## src/rtl/lac_pkg.sv

```systemverilog
package lac_pkg;
   typedef enum logic [1:0] {
      TRG_RISE  = 2'd0,
      TRG_FALL  = 2'd1,
      TRG_HIGH3 = 2'd2,
      TRG_LOW3  = 2'd3
   } trig_kind_e;

   typedef enum logic [1:0] {
      ST_IDLE,
      ST_ARMED,
      ST_POST,
      ST_DONE
   } cap_state_e;

   typedef enum logic [1:0] {
      SEL_KIND = 2'd0,
      SEL_POS  = 2'd1,
      SEL_EN   = 2'd2,
      SEL_PROBE = 2'd3
   } cfg_sel_e;

   localparam int unsigned PCT_MAX   = 100;
   localparam int unsigned LEVEL_RUN = 3;
endpackage

```

## src/rtl/lac_cfg_regs.sv

```systemverilog
module lac_cfg_regs
   import lac_pkg::*;
#(
   parameter int unsigned NPROBE = 8,
   parameter int unsigned SW     = 3
) (
   input  logic          clk,
   input  logic          rst_act,
   input  logic          cfg_we,
   input  logic [1:0]    cfg_sel,
   input  logic [7:0]    cfg_wdata,
   output trig_kind_e    kind,
   output logic [6:0]    pct,
   output logic [SW-1:0] probe_sel,
   output logic          enable,
   output logic          arm,
   output logic          disarm
);
   logic wr_en_reg;
   logic locked_write;

   assign wr_en_reg    = cfg_we && (cfg_sel == SEL_EN);
   assign arm          = wr_en_reg && cfg_wdata[0] && !enable;
   assign disarm       = wr_en_reg && !cfg_wdata[0] && enable;
   assign locked_write = cfg_we && !enable;

   always_ff @(posedge clk) begin
      if (rst_act) begin
         kind      <= TRG_RISE;
         pct       <= '0;
         probe_sel <= '0;
         enable    <= 1'b0;
      end else begin
         if (arm) enable <= 1'b1;
         else if (disarm) enable <= 1'b0;
         if (locked_write) begin
            case (cfg_sel)
               SEL_KIND: kind <= trig_kind_e'(cfg_wdata[1:0]);
               SEL_POS:  pct  <= (cfg_wdata > 8'(PCT_MAX)) ? 7'(PCT_MAX) : cfg_wdata[6:0];
               SEL_PROBE: if (32'(cfg_wdata) < NPROBE) probe_sel <= cfg_wdata[SW-1:0];
               default: ;
            endcase
         end
      end
   end

   // kind and position only change while disabled
   a_r9_cfg_locked: assert property (@(posedge clk) disable iff (rst_act)
      $past(enable) && enable |-> $stable(kind) && $stable(pct) && $stable(probe_sel));
   // stored position never exceeds the percent ceiling
   a_r5_pct_bound: assert property (@(posedge clk) disable iff (rst_act)
      pct <= 7'(PCT_MAX));
endmodule

```

## src/rtl/lac_trig_detect.sv

```systemverilog
module lac_trig_detect
   import lac_pkg::*;
(
   input  logic       clk,
   input  logic       rst_act,
   input  logic       clear,
   input  logic       sample,
   input  trig_kind_e kind,
   input  logic       level_in,
   output logic       hit
);
   localparam int unsigned RUN_MAX = LEVEL_RUN - 1;
   localparam int unsigned RW      = $clog2(RUN_MAX + 1);

   logic          prev;
   logic          have_prev;
   logic [RW-1:0] hi_run;
   logic [RW-1:0] lo_run;
   logic          cond;

   always_comb begin
      case (kind)
         TRG_RISE:  cond = have_prev && !prev && level_in;
         TRG_FALL:  cond = have_prev && prev && !level_in;
         TRG_HIGH3: cond = level_in && (hi_run == RW'(RUN_MAX));
         default:   cond = !level_in && (lo_run == RW'(RUN_MAX));
      endcase
   end

   assign hit = sample && cond;

   always_ff @(posedge clk) begin
      if (rst_act || clear) begin
         prev      <= 1'b0;
         have_prev <= 1'b0;
         hi_run    <= '0;
         lo_run    <= '0;
      end else if (sample) begin
         prev      <= level_in;
         have_prev <= 1'b1;
         if (level_in) begin
            lo_run <= '0;
            if (hi_run != RW'(RUN_MAX)) hi_run <= hi_run + 1'b1;
         end else begin
            hi_run <= '0;
            if (lo_run != RW'(RUN_MAX)) lo_run <= lo_run + 1'b1;
         end
      end
   end

   // a rising-edge hit always follows a low sample
   a_r1_rise_edge: assert property (@(posedge clk) disable iff (rst_act)
      hit && kind == TRG_RISE && sample && $past(sample) && !$past(clear) |-> !$past(level_in));
endmodule

```

## src/rtl/lac_window_calc.sv

```systemverilog
module lac_window_calc #(
   parameter int unsigned DEPTH = 256,
   parameter int unsigned AW    = 8,
   parameter int unsigned CW    = 9
) (
   input  logic [6:0]    pct,
   input  logic [AW-1:0] trig_addr,
   input  logic [CW-1:0] prior,
   output logic [AW-1:0] start_addr,
   output logic [AW-1:0] end_addr,
   output logic [AW-1:0] post_len
);
   localparam int unsigned PW = AW + 8;

   logic [PW-1:0] prod;
   logic [PW-1:0] pre_raw;
   logic [PW-1:0] pre;
   logic [PW-1:0] post_w;

   always_comb begin
      prod    = PW'(DEPTH) * PW'(pct);
      pre_raw = prod / PW'(100);
      pre     = (pre_raw > PW'(DEPTH - 1)) ? PW'(DEPTH - 1) : pre_raw;
      post_w  = PW'(DEPTH - 1) - pre;
      post_len = post_w[AW-1:0];
      start_addr = (PW'(prior) < pre) ? '0 : (trig_addr - pre[AW-1:0]);
      end_addr   = trig_addr + post_w[AW-1:0];
   end
endmodule

```

## src/rtl/lac_capture_ctrl.sv

```systemverilog
module lac_capture_ctrl
   import lac_pkg::*;
#(
   parameter int unsigned DEPTH           = 256,
   parameter int unsigned NPROBE          = 8,
   parameter bit          RST_ACTIVE_HIGH = 1'b1,
   localparam int unsigned AW = $clog2(DEPTH),
   localparam int unsigned CW = $clog2(DEPTH + 1),
   localparam int unsigned SW = (NPROBE > 1) ? $clog2(NPROBE) : 1
) (
   input  logic              clk,
   input  logic              rst,
   input  logic              cfg_we,
   input  logic [1:0]        cfg_sel,
   input  logic [7:0]        cfg_wdata,
   input  logic [NPROBE-1:0] probe_in,
   output logic              wr_en,
   output logic [AW-1:0]     wr_addr,
   output logic [NPROBE-1:0] wr_data,
   output logic              trig_found,
   output logic [CW-1:0]     cyc_to_trig,
   output logic              win_valid,
   output logic [AW-1:0]     win_start,
   output logic [AW-1:0]     win_end
);
   if (DEPTH < 4 || (DEPTH & (DEPTH - 1)) != 0) begin : g_bad_depth
      $error("DEPTH must be a power of two of at least 4");
   end
   if (NPROBE < 1 || NPROBE > 256) begin : g_bad_probe
      $error("NPROBE must lie in 1..256");
   end

   logic          rst_act;
   trig_kind_e    kind;
   logic [6:0]    pct;
   logic [SW-1:0] probe_sel;
   logic          enable;
   logic          arm;
   logic          disarm;
   logic          trig_level;
   logic          hit;
   logic [AW-1:0] calc_start;
   logic [AW-1:0] calc_end;
   logic [AW-1:0] post_len;
   logic [AW-1:0] post_left;
   cap_state_e    state;

   assign rst_act = RST_ACTIVE_HIGH ? rst : ~rst;

   lac_cfg_regs #(.NPROBE(NPROBE), .SW(SW)) u_cfg (
      .clk(clk), .rst_act(rst_act), .cfg_we(cfg_we), .cfg_sel(cfg_sel),
      .cfg_wdata(cfg_wdata), .kind(kind), .pct(pct), .probe_sel(probe_sel),
      .enable(enable), .arm(arm), .disarm(disarm)
   );

   if (NPROBE == 1) begin : g_single
      assign trig_level = probe_in[0];
   end else begin : g_mux
      assign trig_level = probe_in[probe_sel];
   end

   lac_trig_detect u_det (
      .clk(clk), .rst_act(rst_act), .clear(arm),
      .sample(state == ST_ARMED), .kind(kind), .level_in(trig_level), .hit(hit)
   );

   lac_window_calc #(.DEPTH(DEPTH), .AW(AW), .CW(CW)) u_win (
      .pct(pct), .trig_addr(wr_addr), .prior(cyc_to_trig),
      .start_addr(calc_start), .end_addr(calc_end), .post_len(post_len)
   );

   assign wr_en     = (state == ST_ARMED) || (state == ST_POST);
   assign wr_data   = probe_in;
   assign win_valid = (state == ST_DONE);

   always_ff @(posedge clk) begin
      if (rst_act) begin
         state       <= ST_IDLE;
         wr_addr     <= '0;
         cyc_to_trig <= '0;
         trig_found  <= 1'b0;
         post_left   <= '0;
         win_start   <= '0;
         win_end     <= '0;
      end else begin
         trig_found <= 1'b0;
         if (disarm) begin
            state <= ST_IDLE;
         end else if (arm) begin
            state       <= ST_ARMED;
            wr_addr     <= '0;
            cyc_to_trig <= '0;
         end else begin
            case (state)
               ST_ARMED: begin
                  wr_addr <= wr_addr + 1'b1;
                  if (hit) begin
                     trig_found <= 1'b1;
                     win_start  <= calc_start;
                     win_end    <= calc_end;
                     post_left  <= post_len;
                     state      <= (post_len == '0) ? ST_DONE : ST_POST;
                  end else if (cyc_to_trig != '1) begin
                     cyc_to_trig <= cyc_to_trig + 1'b1;
                  end
               end
               ST_POST: begin
                  wr_addr   <= wr_addr + 1'b1;
                  post_left <= post_left - 1'b1;
                  if (post_left == AW'(1)) state <= ST_DONE;
               end
               default: ;
            endcase
         end
      end
   end

   // the trigger strobe lasts one cycle
   a_r2_single_pulse: assert property (@(posedge clk) disable iff (rst_act)
      trig_found |=> !trig_found);
   // the strobe follows a cycle spent searching
   a_r2_from_search: assert property (@(posedge clk) disable iff (rst_act)
      trig_found |-> $past(state) == ST_ARMED);
   // consecutive writes use consecutive addresses
   a_r3_addr_step: assert property (@(posedge clk) disable iff (rst_act)
      wr_en && $past(wr_en) |-> wr_addr == $past(wr_addr) + 1'b1);
   // counter never moves backward during a search
   a_r4_count_monotone: assert property (@(posedge clk) disable iff (rst_act)
      state == ST_ARMED && $past(state) == ST_ARMED |-> cyc_to_trig >= $past(cyc_to_trig));
   // no writes once the window is reported
   a_r6_no_write_done: assert property (@(posedge clk) disable iff (rst_act)
      win_valid |-> !wr_en);
   // reported window addresses hold steady
   a_r7_window_stable: assert property (@(posedge clk) disable iff (rst_act)
      win_valid && $past(win_valid) |-> $stable(win_start) && $stable(win_end));
endmodule

```

## config.mk

```make
export PLATFORM = sky130hd
export DESIGN_NAME = lac_capture_ctrl
export DESIGN_NICKNAME = d
export VERILOG_FILES = /design/src/rtl/lac_pkg.sv /design/src/rtl/lac_cfg_regs.sv /design/src/rtl/lac_trig_detect.sv /design/src/rtl/lac_window_calc.sv /design/src/rtl/lac_capture_ctrl.sv
export SDC_FILE = /design/constraint.sdc
export NUM_CORES = 1
export LEC_CHECK = 0
export ABC_AREA = 1
export BUFFER_PORTS_ARGS = -buffer_cell sky130_fd_sc_hd__buf_2
export CELL_PAD_IN_SITES_DETAIL_PLACEMENT = 0
export CELL_PAD_IN_SITES_GLOBAL_PLACEMENT = 1
export CORE_ASPECT_RATIO = 0.6
export CORE_MARGIN = 1
export CORE_UTILIZATION = 45
export CTS_CLUSTER_DIAMETER = 200
export CTS_CLUSTER_SIZE = 24
export DETAILED_ROUTE_END_ITERATION = 10
export PLACE_DENSITY = 0.84
export SYNTH_ARGS = -nofsm -noshare
export SYNTH_HDL_FRONTEND = slang
export SYNTH_SLANG_ARGS = --single-unit
export TNS_END_PERCENT = 1
```

## constraint.sdc

```tcl
create_clock -name clk -period 17.7 [get_ports clk]
set_clock_uncertainty 0.2 [all_clocks]
set_input_delay 0 -clock clk [delete_from_list [all_inputs] [get_ports clk]]
set_output_delay 0 -clock clk [all_outputs]
set_load 0.05 [all_outputs]
```

==> Word level (Yosys, flattened, before mapping) <==
Cells that the tools add are included.
{ "op_classes": {"n_addsub": 8, "n_mul": 0, "n_div": 1, "n_lt_le_gt_ge": 5, "eq_ne": 20, "n_shift": 0, "muxes": 26, "n_bitwise": 3, "reduce_logical": 44} }
{ "ops": {"columns": ["op", "count"], "rows": [
  ["$mux W9", 4],
  ["$mux W8", 4],
  ["$div A15 B7 Y16 const B", 1],
  ["$gt A16 B8 Y1 const B", 1],
  ["$lt A9 B16 Y1", 1],
  ["$mux W16", 1],
  ["$pmux W8 S2", 1],
  ["$eq A2 B2 Y1 const B", 7],
  ["$logic_and A1 B1 Y1", 13],
  ["$mux W2", 6],
  ["$reduce_and A4 Y1", 3],
  ["$reduce_bool A2 Y1", 6],
  ["$reduce_and A2 Y1", 5],
  ["$add A9 B1 Y9 const B", 1],
  ["$ne A9 B9 Y1 const B", 1],
  ["$reduce_and A3 Y1", 3],
  ["$add A8 B1 Y8 const B", 1],
  ["$add A8 B8 Y8", 1],
  ["$eq A8 B1 Y1 const B", 1],
  ["$gt A8 B7 Y1 const B", 1],
  ["$logic_not A8 Y1", 1],
  ["$lt A8 B4 Y1 const B", 1],
  ["$ne A2 B2 Y1 const B", 4],
  ["$sub A8 B1 Y8 const B", 1],
  ["other kinds (21)", 38]
]} }
{ "word_totals": {"regBits": 63, "latch_bits": 0, "mem_bits_rw": 0, "romBits": 0, "inputBits": 21, "output_inout_bits": 44, "memories": 0} }

==> Longest topological paths before layout <==
Gate-level depths: netlist of the first run.
{ "logic_depth": {"depth_word": 9, "depth_mapped": 60, "ltp_nobuf": 58} }

==> Modules after synthesis <==
From an unflattened synthesis of the first run, not the netlist that was laid out.
{ "hier_totals": {"cells_unflattened": 894, "hier_area_um2": 5669.2} }
{ "by_module_without_submodules": {"columns": ["mod", "instances", "cells_per_inst", "area_each_um2"], "rows": [
  ["lac_window_calc", 1, 420, 2427.3],
  ["lac_capture_ctrl", 1, 332, 2249.7],
  ["lac_cfg_regs", 1, 92, 649.4],
  ["lac_trig_detect", 1, 50, 342.8]
]} }

==> Worst setup path after synthesis of the first run <==
Ideal clock, no wire load.
{ "synth_timing": {"path_kind": "register to register", "startpoint": "register u_cfg.pct[5]", "endpoint": "register win_start[4]", "setup_time_ps": 139, "arrival_ps": 6633, "required_time_ps": 17361, "setup_slack_ps": 10728, "stages_incl_launch_ff": 54, "n_path_buf": 2, "path_cell_list": "dfxtp_1 nand2_2 inv_2 nand3_2 nand4_2 nand2_2 nand3_1 nand2_2 ha_1 nor2_1 nand2_2 nand3_4 nand2_4 nand2_2 nand2_4 nand2_4 nand3_4 nand2_8 (+18 left out) nand3_2 buf_6 inv_1 ha_1 nand4_1 nand2_1 nand2_2 nand3_1 nand2_1 nand2_1 nand4_2 ha_1 fa_1 o21ai_0 xor2_1 nor2_1 nand2_2 a21oi_2"} }
{ "synth_via": {"elab_chain_cells": 5} }
{ "synth_rtl": {"columns": ["item", "line", "rtl"], "rows": [
  ["start: declaration", "lac_cfg_regs.sv:13", "output logic [6:0] pct,"],
  ["start signal: assignment", "lac_cfg_regs.sv:39", "SEL_POS: pct <= (cfg_wdata > 8'(PCT_MAX)) ? 7'(PCT_MAX) : cfg_wdata[6:0];"],
  ["$div A15 B7 Y16 *", "lac_window_calc.sv:22", "pre_raw = prod / PW'(100);"],
  ["$gt A16 B8 Y1", "lac_window_calc.sv:23", "pre = (pre_raw > PW'(DEPTH - 1)) ? PW'(DEPTH - 1) : pre_raw;"],
  ["$mux W16 *", "lac_window_calc.sv:23", null],
  ["$lt A9 B16 Y1 / $sub A8 B8 Y8 (equally long branches)", "lac_window_calc.sv:26", "start_addr = (PW'(prior) < pre) ? '0 : (trig_addr - pre[AW-1:0]);"],
  ["$mux W8 *", "lac_window_calc.sv:26", null],
  ["end signal: assignment", "lac_capture_ctrl.sv:99", "win_start <= calc_start;"],
  ["end: declaration", "lac_capture_ctrl.sv:23", "output logic [AW-1:0] win_start,"]
]} }
Every way passes the cells marked *; elsewhere a longest branch is shown, timed or not.
A chain may end at the register's enable or synchronous reset.

==> Worst setup path after layout of the first run <==
{ "layout_timing": {"startpoint": "register u_cfg.pct[5]", "endpoint": "register win_end[4]"} }
{ "layout_via": {"elab_chain_cells": 5} }
{ "layout_rtl": {"columns": ["item", "line", "rtl"], "rows": [
  ["$div A15 B7 Y16 *", "lac_window_calc.sv:22", null],
  ["$gt A16 B8 Y1", "lac_window_calc.sv:23", null],
  ["$mux W16 *", "lac_window_calc.sv:23", null],
  ["$sub A8 B8 Y8 *", "lac_window_calc.sv:24", "post_w = PW'(DEPTH - 1) - pre;"],
  ["$add A8 B8 Y8 *", "lac_window_calc.sv:27", "end_addr = trig_addr + post_w[AW-1:0];"],
  ["end signal: assignment", "lac_capture_ctrl.sv:100", "win_end <= calc_end;"],
  ["end: declaration", "lac_capture_ctrl.sv:24", "output logic [AW-1:0] win_end"]
]} }
Marks and branches as above.

==> results of run 1 <==
[cells in the mapped netlist, types with 4 or more instances]
| master | number | area share |
|---|---|---|
| o21ai_1 | 6 | 0.0056 |
| nor2_1 | 73 | 0.051 |
| nand2_4 | 12 | 0.025 |
| nand2_2 | 37 | 0.043 |
| nand3_1 | 52 | 0.048 |
| buf_4 | 8 | 0.011 |
| nand2_1 | 171 | 0.12 |
| inv_1 | 117 | 0.082 |
| a211oi_1 | 6 | 0.0084 |
| a21oi_2 | 12 | 0.020 |
| nand4_1 | 16 | 0.019 |
| nand3_4 | 4 | 0.013 |
| clkbuf_1 | 9 | 0.0063 |
| nor3_1 | 17 | 0.016 |
| dfxtp_1 | 63 | 0.23 |
| xor2_1 | 13 | 0.021 |
| inv_2 | 11 | 0.0077 |
| a21oi_1 | 57 | 0.053 |
| o21ai_0 | 55 | 0.051 |
| ha_1 | 33 | 0.077 |
| nand3_2 | 5 | 0.0093 |
[worst max path at each step]
stage                     cells past startpoint          from  slack (ns)      endpoint
after floorplan                              53  u_cfg.pct[5]       10.73  win_start[4]
after global placement                       51  u_cfg.pct[5]       10.12    win_end[4]
after detailed placement                     52  u_cfg.pct[5]        9.91    win_end[4]
after CTS                                    52  u_cfg.pct[3]        9.88    win_end[4]
after global routing                         51  u_cfg.pct[5]        9.13    win_end[4]
final                                        52  u_cfg.pct[5]        9.84    win_end[4]
[cells by family (layout without fill, tap and decap cells)]
logic type	Yosys count	in the layout	synth area share
buf+inv	149	233	0.1127
other cells	1	1	0.0006981
xor+xnor	16	16	0.02609
simple gates	403	403	0.3767
flops	63	63	0.2348
fa+ha+maj	35	35	0.08432
compound gates	151	151	0.1610
mux	2	2	0.003727
[registers in the layout (all words and copies together) (netlist names)]
signal	flops
u_det.prev	1
wr_addr	8
u_cfg.pct	7
post_left	8
win_start	8
cyc_to_trig	9
u_det.have_prev	1
u_det.lo_run	2
u_cfg.probe_sel	3
u_cfg.enable	1
u_cfg.kind	2
trig_found	1
state	2
win_end	8
u_det.hi_run	2
[area by class of cell]
type	instances	area, sq um
Clock buffer	12	256.5
Clock inverter	3	42.54
Fill cell	1120	5136
Inverter	130	489.2
Multi-Input combinational cell	608	3505
Sequential cell	63	1261
Tap cell	160	200.2
Timing Repair Buffer	88	558.0
[worst max-delay path, delay by kind of cell, from the launching register on]
family                     cells  cell delay [ns]
buffers and inverters          7             0.70
and+or+nand+nor               35             3.83
DFF                            1             0.42
AOI/OAI and AO/OA              2             0.33
xor gates and xnor gates       1             0.22
adders and majority gates      7             2.03
[per-layer routing]
metal	share of wire	GRT usage	vias to the layer above
li1	-	-	2831
met1	0.54	0.3691	2543
met2	0.40	0.3539	152
met3	0.051	0.04144	12
met4	0.0083	0.05572	0
met5	0	0	-
[where the power goes]
group / internal (mW) / switching (mW)
combinational: 0.116 / 0.259
clock: 0.116 / 0.0647
sequential: 0.149 / 0.00657
[what timing repair did]
item / 4_1_cts / 5_1_grt
gates resized for setup: 0 / 0
endpoints found under the hold margin: 14 / 0
hold buffers: 23 / 0
==> results_dict.tcl, run 1 <==
set metrics [dict create \
    status "completed" \
    fin_crit_ns 7.855 \
    worst_pin_slew_ns 0.9188 \
    cts_buffers 9 \
    criticalPathCategory "register to register" \
    layout-drive-gt1-share 0.1925 \
    synthesis.area_sq_um 5371 \
    vias 5538 \
    htree_levels 3 \
    hold_depth 4 \
    yosysSeqAreaShare 0.2348 \
    grt_max_degree 31 \
    gp_congestion 0.8947 \
    grt_pass1_vias 4894 \
    diodes 0 \
    cts-root-buf "clkbuf_16" \
    design.final.nets 956 \
    post-route-period-util 0.4438 \
    io_pins 65 \
    place.port_buffers 64 \
    viasPerCell 5.205 \
    slowest_delay_ns 0.42 \
    clk_path_buf_depth 2 \
    yosys_warnings 0 \
    rr_endpoint "win_end[4]" \
    synthFlopType "dfxtp_1" \
    die_w_um 143.0 \
    fmax_mhz 127.3 \
    rsz0062_at_grt "no" \
    dp.cells 1026 \
    leakage_nw 3.147 \
    hpwlAfterDp_mm 10.98 \
    grt_antenna_before_repair 1 \
    path_common_cell "nand2_2" \
    arrival_ns 7.87 \
    synth_edf_count 0 \
    power_mw 0.7117 \
    fp.dieH_um 86.63 \
    place_ws_ns 9.913 \
    placed_area_sq_um 5783 \
    rrSetupSlack_ns 9.84 \
    grt_overflow_total 0 \
    final_cells 1064 \
    slew_headroom 0.3828 \
    drv_cap 0 \
    hp-class "input port to register" \
    first_iter_violations 411 \
    end_kind "register" \
    cts_tree "built" \
    setup_viol 0 \
    timing.rr.start "u_cfg.pct[5]" \
    first_pass_iters 5 \
    core-area_sq_um 11450 \
    worstHoldEndpoint "u_cfg.pct[6]" \
    clkLatencyLatePin_ns 0.33 \
    cp_slowest_cell "dfxtp_1" \
    reg2reg_depth 52 \
    start_kind "register" \
    grt_pass1_wl_mm 23.92 \
    area_growth_pct 17.52 \
    min_from "cfg_sel[1]" \
    design.die.area_sq_um 12390 \
    avgSynthCellArea_sq_um 6.550 \
    wl_mm 14.42 \
    start_util 0.4692 \
    drc_errors 0 \
    drv_slew 0 \
    synth_seq_cells 63 \
    final_cell_mix "171 x nand2_1, 117 x inv_1, 73 x nor2_1" \
    clock-sinks 63 \
    final_common_cell "nand2_1" \
    tns_ns 0 \
    fp-row-count 30 \
    crit_fanout 12 \
    required_ns 17.72 \
    post_cts_buffers 0 \
    fin_util 0.5514 \
    setup_slack_ns 9.845 \
    design_area_sq_um 6312 \
    synth_cells 820 \
    synthDistinctLibCells 45 \
    p_per_area_nw_per_um2 112.7 \
    whs_ns 0.03846 \
    wl_per_cell_um 13.56 \
    hold_viol 0 \
    grt_use_total 0.2440 \
    ir_worst_vdd_mv 0.06762 \
    drtAntennaViolNets 0 \
    clk_pin_slew_ns 0.05 \
    syn_nets 876 \
    synthArstFlopShare 0 \
]
Power figures use the tool's default switching activity.
==> run 2: changes to the inputs <==
--- a/config.mk
+++ b/config.mk
@@ -11,11 +11,11 @@
 export CELL_PAD_IN_SITES_GLOBAL_PLACEMENT = 1
 export CORE_ASPECT_RATIO = 0.6
 export CORE_MARGIN = 1
-export CORE_UTILIZATION = 45
+export CORE_UTILIZATION = 42
 export CTS_CLUSTER_DIAMETER = 200
 export CTS_CLUSTER_SIZE = 24
 export DETAILED_ROUTE_END_ITERATION = 10
-export PLACE_DENSITY = 0.84
+export PLACE_DENSITY = 0.79
 export SYNTH_ARGS = -nofsm -noshare
 export SYNTH_HDL_FRONTEND = slang
 export SYNTH_SLANG_ARGS = --single-unit
==> constraint.sdc (replaced) <==
create_clock -name clk -period 7.7 [get_ports clk]
set_clock_uncertainty 0.2 [all_clocks]
set_input_delay 0 -clock clk [delete_from_list [all_inputs] [get_ports clk]]
set_output_delay 0 -clock clk [all_outputs]
set_load 0.05 [all_outputs]
==> results_dict.tcl, run 2 (synthesized netlist as in run 1, its figures left out) <==
set metrics [dict create \
    status "completed" \
    dp.cells 1033 \
    wl_per_cell_um 13.48 \
    start_kind "register" \
    drc_errors 0 \
    top_register "cyc_to_trig" \
    slew_headroom 0.2850 \
    final_cells 1075 \
    timing.rr.start "u_cfg.pct[2]" \
    slowest_delay_ns 0.36 \
    first_pass_iters 5 \
    grt_pass1_wl_mm 23.20 \
    hold_viol 0 \
    cts_tree "built" \
    clk_pin_slew_ns 0.06 \
    final_common_cell "nand2_1" \
    fmax_mhz 138.8 \
    startpoint "u_cfg.pct[2]" \
    diodes 0 \
    end_kind "register" \
    hpwlAfterDp_mm 11.12 \
    rrSetupSlack_ns 0.50 \
    worst_pin_slew_ns 1.069 \
    place.port_buffers 64 \
    tns_ns 0 \
    final_cell_mix "169 x nand2_1, 116 x inv_1, 72 x nor2_1" \
    required_ns 7.67 \
    design.die.area_sq_um 13260 \
    ir_worst_vdd_mv 0.1514 \
    io_pins 65 \
    rsz0062_at_grt "no" \
    grt_max_degree 31 \
    power_mw 1.677 \
    path_common_cell "nand2_2" \
    fp.dieH_um 89.60 \
    endpoint "win_end[4]" \
    cts_buffers 9 \
    clk_path_buf_depth 2 \
    crit_fanout 8 \
    die_w_um 148.0 \
    grt_pass1_vias 4717 \
    drv_slew 0 \
    htree_levels 3 \
    drtAntennaViolNets 0 \
    reg2reg_depth 50 \
    clkLatencyLatePin_ns 0.33 \
    grt_overflow_total 0 \
    viasPerCell 5.114 \
    core-area_sq_um 12260 \
    first_iter_violations 408 \
    fin_crit_ns 7.203 \
    setup_viol 0 \
    drv_cap 0 \
    vias 5498 \
    area_growth_pct 19.40 \
    start_util 0.4382 \
    rr_endpoint "win_end[4]" \
    arrival_ns 7.17 \
    hp-class "input port to register" \
    grt_use_total 0.2241 \
    layout-drive-gt1-share 0.2110 \
    wl_mm 14.50 \
    largest_register_ffs 9 \
    grt_antenna_before_repair 0 \
    clock-sinks 63 \
    fp-row-count 31 \
    cp_slowest_cell "fa_2" \
    leakage_nw 3.184 \
    p_per_area_nw_per_um2 261.4 \
    cts-root-buf "clkbuf_16" \
    post-route-period-util 0.9355 \
    design.final.nets 961 \
    gp_congestion 0.9517 \
    criticalPathCategory "register to register" \
]
[run 2: routing by layer]
metal / track usage / up-vias / routed length [um]
met2: 0.3252 / 158 / 5706
met3: 0.04444 / 15 / 845
li1: - / 2832 / -
met4: 0.05623 / 0 / 131
met5: 0 / - / 0
met1: 0.3346 / 2493 / 7812
[run 2: critical path, delay by kind of cell, from the launching register on]
| kind | cells | cell delay [ns] |
|---|---|---|
| DFF | 1 | 0.34 |
| buffers and inverters | 6 | 0.49 |
| xor gates and xnor gates | 1 | 0.18 |
| adders and majority gates | 7 | 1.93 |
| and+or+nand+nor | 33 | 3.46 |
| AOI/OAI and AO/OA | 3 | 0.47 |
[run 2: power breakdown]
part	total (mW)	leakage, nW	switching [mW]	internal, mW
combinational	0.885	2.52	0.599	0.286
clock	0.433	0.154	0.150	0.284
sequential	0.359	0.511	0.0159	0.343
total	1.68	3.18	0.764	0.913
[run 2: worst min-delay path by stage]
| stage | to | cells past startpoint | slack [ns] | startpoint |
|---|---|---|---|---|
| floorplan | u_cfg.pct[2] | 2 | -0.08 | cfg_wdata[2] |
| global placement | u_cfg.pct[2] | 3 | 0.05 | cfg_wdata[2] |
| CTS | trig_found | 2 | 0.02 | rst |
| global route | win_start[6] | 2 | 0.04 | rst |
| detailed placement | u_cfg.pct[2] | 3 | 0.04 | cfg_wdata[2] |
| finish | trig_found | 2 | 0.03 | rst |
[run 2: cell type report]
| cell class | instances | area (sq um) |
|---|---|---|
| clock buffer | 11 | 232.7 |
| clock inverter | 5 | 82.58 |
| fill | 1265 | 5843 |
| inverter | 130 | 493.0 |
| multi-input combinational | 608 | 3545 |
| sequential | 63 | 1264 |
| tap | 165 | 206.4 |
| timing repair buffer | 93 | 590.6 |
[run 2: stage by stage]
| step | hold WS, ns | utilization | setup slack (ns) | instance area [sq um] |
|---|---|---|---|---|
| after floorplan | -0.08291 | - | 0.7283 | 5371 |
| after global placement | 0.04933 | 0.4736 | 0.4856 | 5804 |
| after detailed placement | 0.04369 | 0.4736 | 0.2578 | 5804 |
| after CTS | 0.02333 | 0.5164 | 0.2463 | 6330 |
| after global routing | 0.04091 | 0.5233 | 0.007962 | 6414 |
| final | 0.03413 | 0.5233 | 0.4966 | 6414 |
[run 2: timing repair]
action                                 in CTS  in global routing
setup endpoints to repair                   0                 15
hold buffers                               21                  0
resized for setup                           0                 15
endpoints found under the hold margin      14                  0
buffers inserted                            0                  5
==> run 3: changes to the inputs <==
--- a/config.mk
+++ b/config.mk
@@ -11,11 +11,11 @@
 export CELL_PAD_IN_SITES_GLOBAL_PLACEMENT = 1
 export CORE_ASPECT_RATIO = 0.6
 export CORE_MARGIN = 1
-export CORE_UTILIZATION = 42
+export CORE_UTILIZATION = 38
 export CTS_CLUSTER_DIAMETER = 200
 export CTS_CLUSTER_SIZE = 24
 export DETAILED_ROUTE_END_ITERATION = 10
-export PLACE_DENSITY = 0.79
+export PLACE_DENSITY = 0.75
 export SYNTH_ARGS = -nofsm -noshare
 export SYNTH_HDL_FRONTEND = slang
 export SYNTH_SLANG_ARGS = --single-unit
==> constraint.sdc (replaced) <==
create_clock -name clk -period 6.6 [get_ports clk]
set_clock_uncertainty 0.2 [all_clocks]
set_input_delay 0 -clock clk [delete_from_list [all_inputs] [get_ports clk]]
set_output_delay 0 -clock clk [all_outputs]
set_load 0.05 [all_outputs]
==> results_dict.tcl, run 3 (synthesized netlist as in run 1, its figures left out) <==
set metrics [dict create \
    status "completed" \
    cp_slowest_cell "fa_2" \
    clk_path_buf_depth 2 \
    p_int_mw 1.075 \
    slew_headroom 0.3694 \
    path_common_cell "nand2_4" \
    leakage_nw 3.401 \
    core-area_sq_um 13710 \
    layout-drive-gt1-share 0.2738 \
    p_per_area_nw_per_um2 291.9 \
    p_switching_mw 0.9461 \
    setup_viol 0 \
    crit_fanout 7 \
    place_ws_ns -0.04055 \
    p_clk_frac 0.208 \
    criticalPathCategory "register to register" \
    grt_overflow_total 0 \
    hold_viol 0 \
    largest_register_ffs 9 \
    drv_slew 0 \
    fp.dieH_um 94.10 \
    clock-sinks 63 \
    dp.cells 1077 \
    hp-class "input port to register" \
    fp-row-count 33 \
    cts_tree "built" \
    grt_max_degree 31 \
    wl_mm 15.35 \
    required_ns 6.66 \
    start_util 0.3918 \
    first_pass_iters 5 \
    fmax_mhz 153.4 \
    cts_buffers 9 \
    design.final.nets 997 \
    start_kind "register" \
    worst_pin_slew_ns 0.9387 \
    vias 5671 \
    grt_pass1_wl_mm 25.11 \
    power_mw 2.021 \
    area_growth_pct 28.91 \
    first_iter_violations 325 \
    end_kind "register" \
    grt_use_total 0.2143 \
    clk_pin_slew_ns 0.06 \
    design.die.area_sq_um 14630 \
    p_comb_frac 0.584 \
    slowest_delay_ns 0.39 \
    place.port_buffers 64 \
    p_sw_frac 0.4680 \
    drv_cap 0 \
    drc_errors 0 \
    gp_congestion 0.8632 \
    grt_pass1_vias 5207 \
    final_common_cell "nand2_1" \
    grt_antenna_before_repair 1 \
    drtAntennaViolNets 0 \
    io_pins 65 \
    cts-root-buf "clkbuf_16" \
    final_cells 1138 \
    diodes 0 \
    fin_crit_ns 6.519 \
    rsz0062_at_grt "yes" \
    hpwlAfterDp_mm 11.69 \
    top_register "cyc_to_trig" \
    clkLatencyLatePin_ns 0.33 \
    ir_worst_vdd_mv 0.1316 \
    power_frac_seq 0.207 \
    arrival_ns 6.58 \
    setup_slack_ns 0.08091 \
    viasPerCell 4.983 \
    final.fill_count 1390 \
    die_w_um 155.5 \
    wl_per_cell_um 13.48 \
    final_cell_mix "159 x nand2_1, 109 x inv_1, 71 x nor2_1" \
    post-route-period-util 0.9877 \
    htree_levels 3 \
]
[run 3: metrics by stage]
step | hold slack (ns) | utilization | setup TNS, ns | instance area [sq um]
6_report | 0.02069 | 0.5051 | 0 | 6924
5_1_grt | 0.06007 | 0.5051 | -3.389 | 6924
4_1_cts | 0.001945 | 0.4837 | 0 | 6630
3_5_place_dp | 0.04768 | 0.4433 | -0.08495 | 6077
3_3_place_gp | 0.04314 | 0.4433 | 0 | 6077
2_1_floorplan | -0.08291 | - | -0.01176 | 5487
[run 3: final timing paths]
| check | cells past startpoint | slack [ns] | from | endpoint |
|---|---|---|---|---|
| hold / removal | 5 | 0.02 | cfg_wdata[7] | u_cfg.probe_sel[0] |
| setup / recovery | 49 | 0.08 | u_cfg.pct[2] | win_start[6] |
| hold reg to reg | 2 | 0.26 | post_left[7] | post_left[7] |
| setup reg to reg | 49 | 0.08 | u_cfg.pct[2] | win_start[6] |
[run 3: routing by layer]
| layer | GRT usage | wire length, um | share of wire | up-vias |
|---|---|---|---|---|
| li1 | - | - | - | 2918 |
| met3 | 0.03875 | 702 | 0.046 | 8 |
| met5 | 0 | 0 | 0 | - |
| met4 | 0.03023 | 59 | 0.0038 | 0 |
| met2 | 0.3161 | 6156 | 0.40 | 131 |
| met1 | 0.3237 | 8427 | 0.55 | 2614 |
[run 3: power groups by stage]
| stage | logic [mW] | clock network (mW) | registers (mW) |
|---|---|---|---|
| floorplan | 0.807 | 0 | 0.432 |
| global placement | 1.07 | 0 | 0.425 |
| detailed placement | 1.07 | 0 | 0.426 |
| CTS | 1.10 | 0.429 | 0.418 |
| global route | 1.31 | 0.450 | 0.422 |
| finish | 1.18 | 0.421 | 0.419 |
[run 3: cell type report]
type | instances | area [sq um] | share of cell area
clock buffer | 12 | 236.5 | 0.03415
sequential | 63 | 1274 | 0.1840
clock inverter | 4 | 22.52 | 0.003253
tap | 192 | 240.2 | 0.03469
multi-input combinational | 608 | 3779 | 0.5457
timing repair buffer | 129 | 863.3 | 0.1247
inverter | 130 | 509.2 | 0.07355
[run 3: timing repair]
action                     4_1_cts  5_1_grt
setup endpoints to repair        8       15
resized for setup                8       40
setup buffers                    4       19
pin swaps                        6       39
hold endpoints to repair        14        0
hold buffers                    22        0
[run 3: critical path, delay by kind of cell, from the launching register on]
family,cells,cell delay [ns]
fa+ha+maj,7,1.80
compound gates,4,0.58
buf+inv,6,0.52
xor+xnor,1,0.15
flops,1,0.36
simple gates,31,2.81
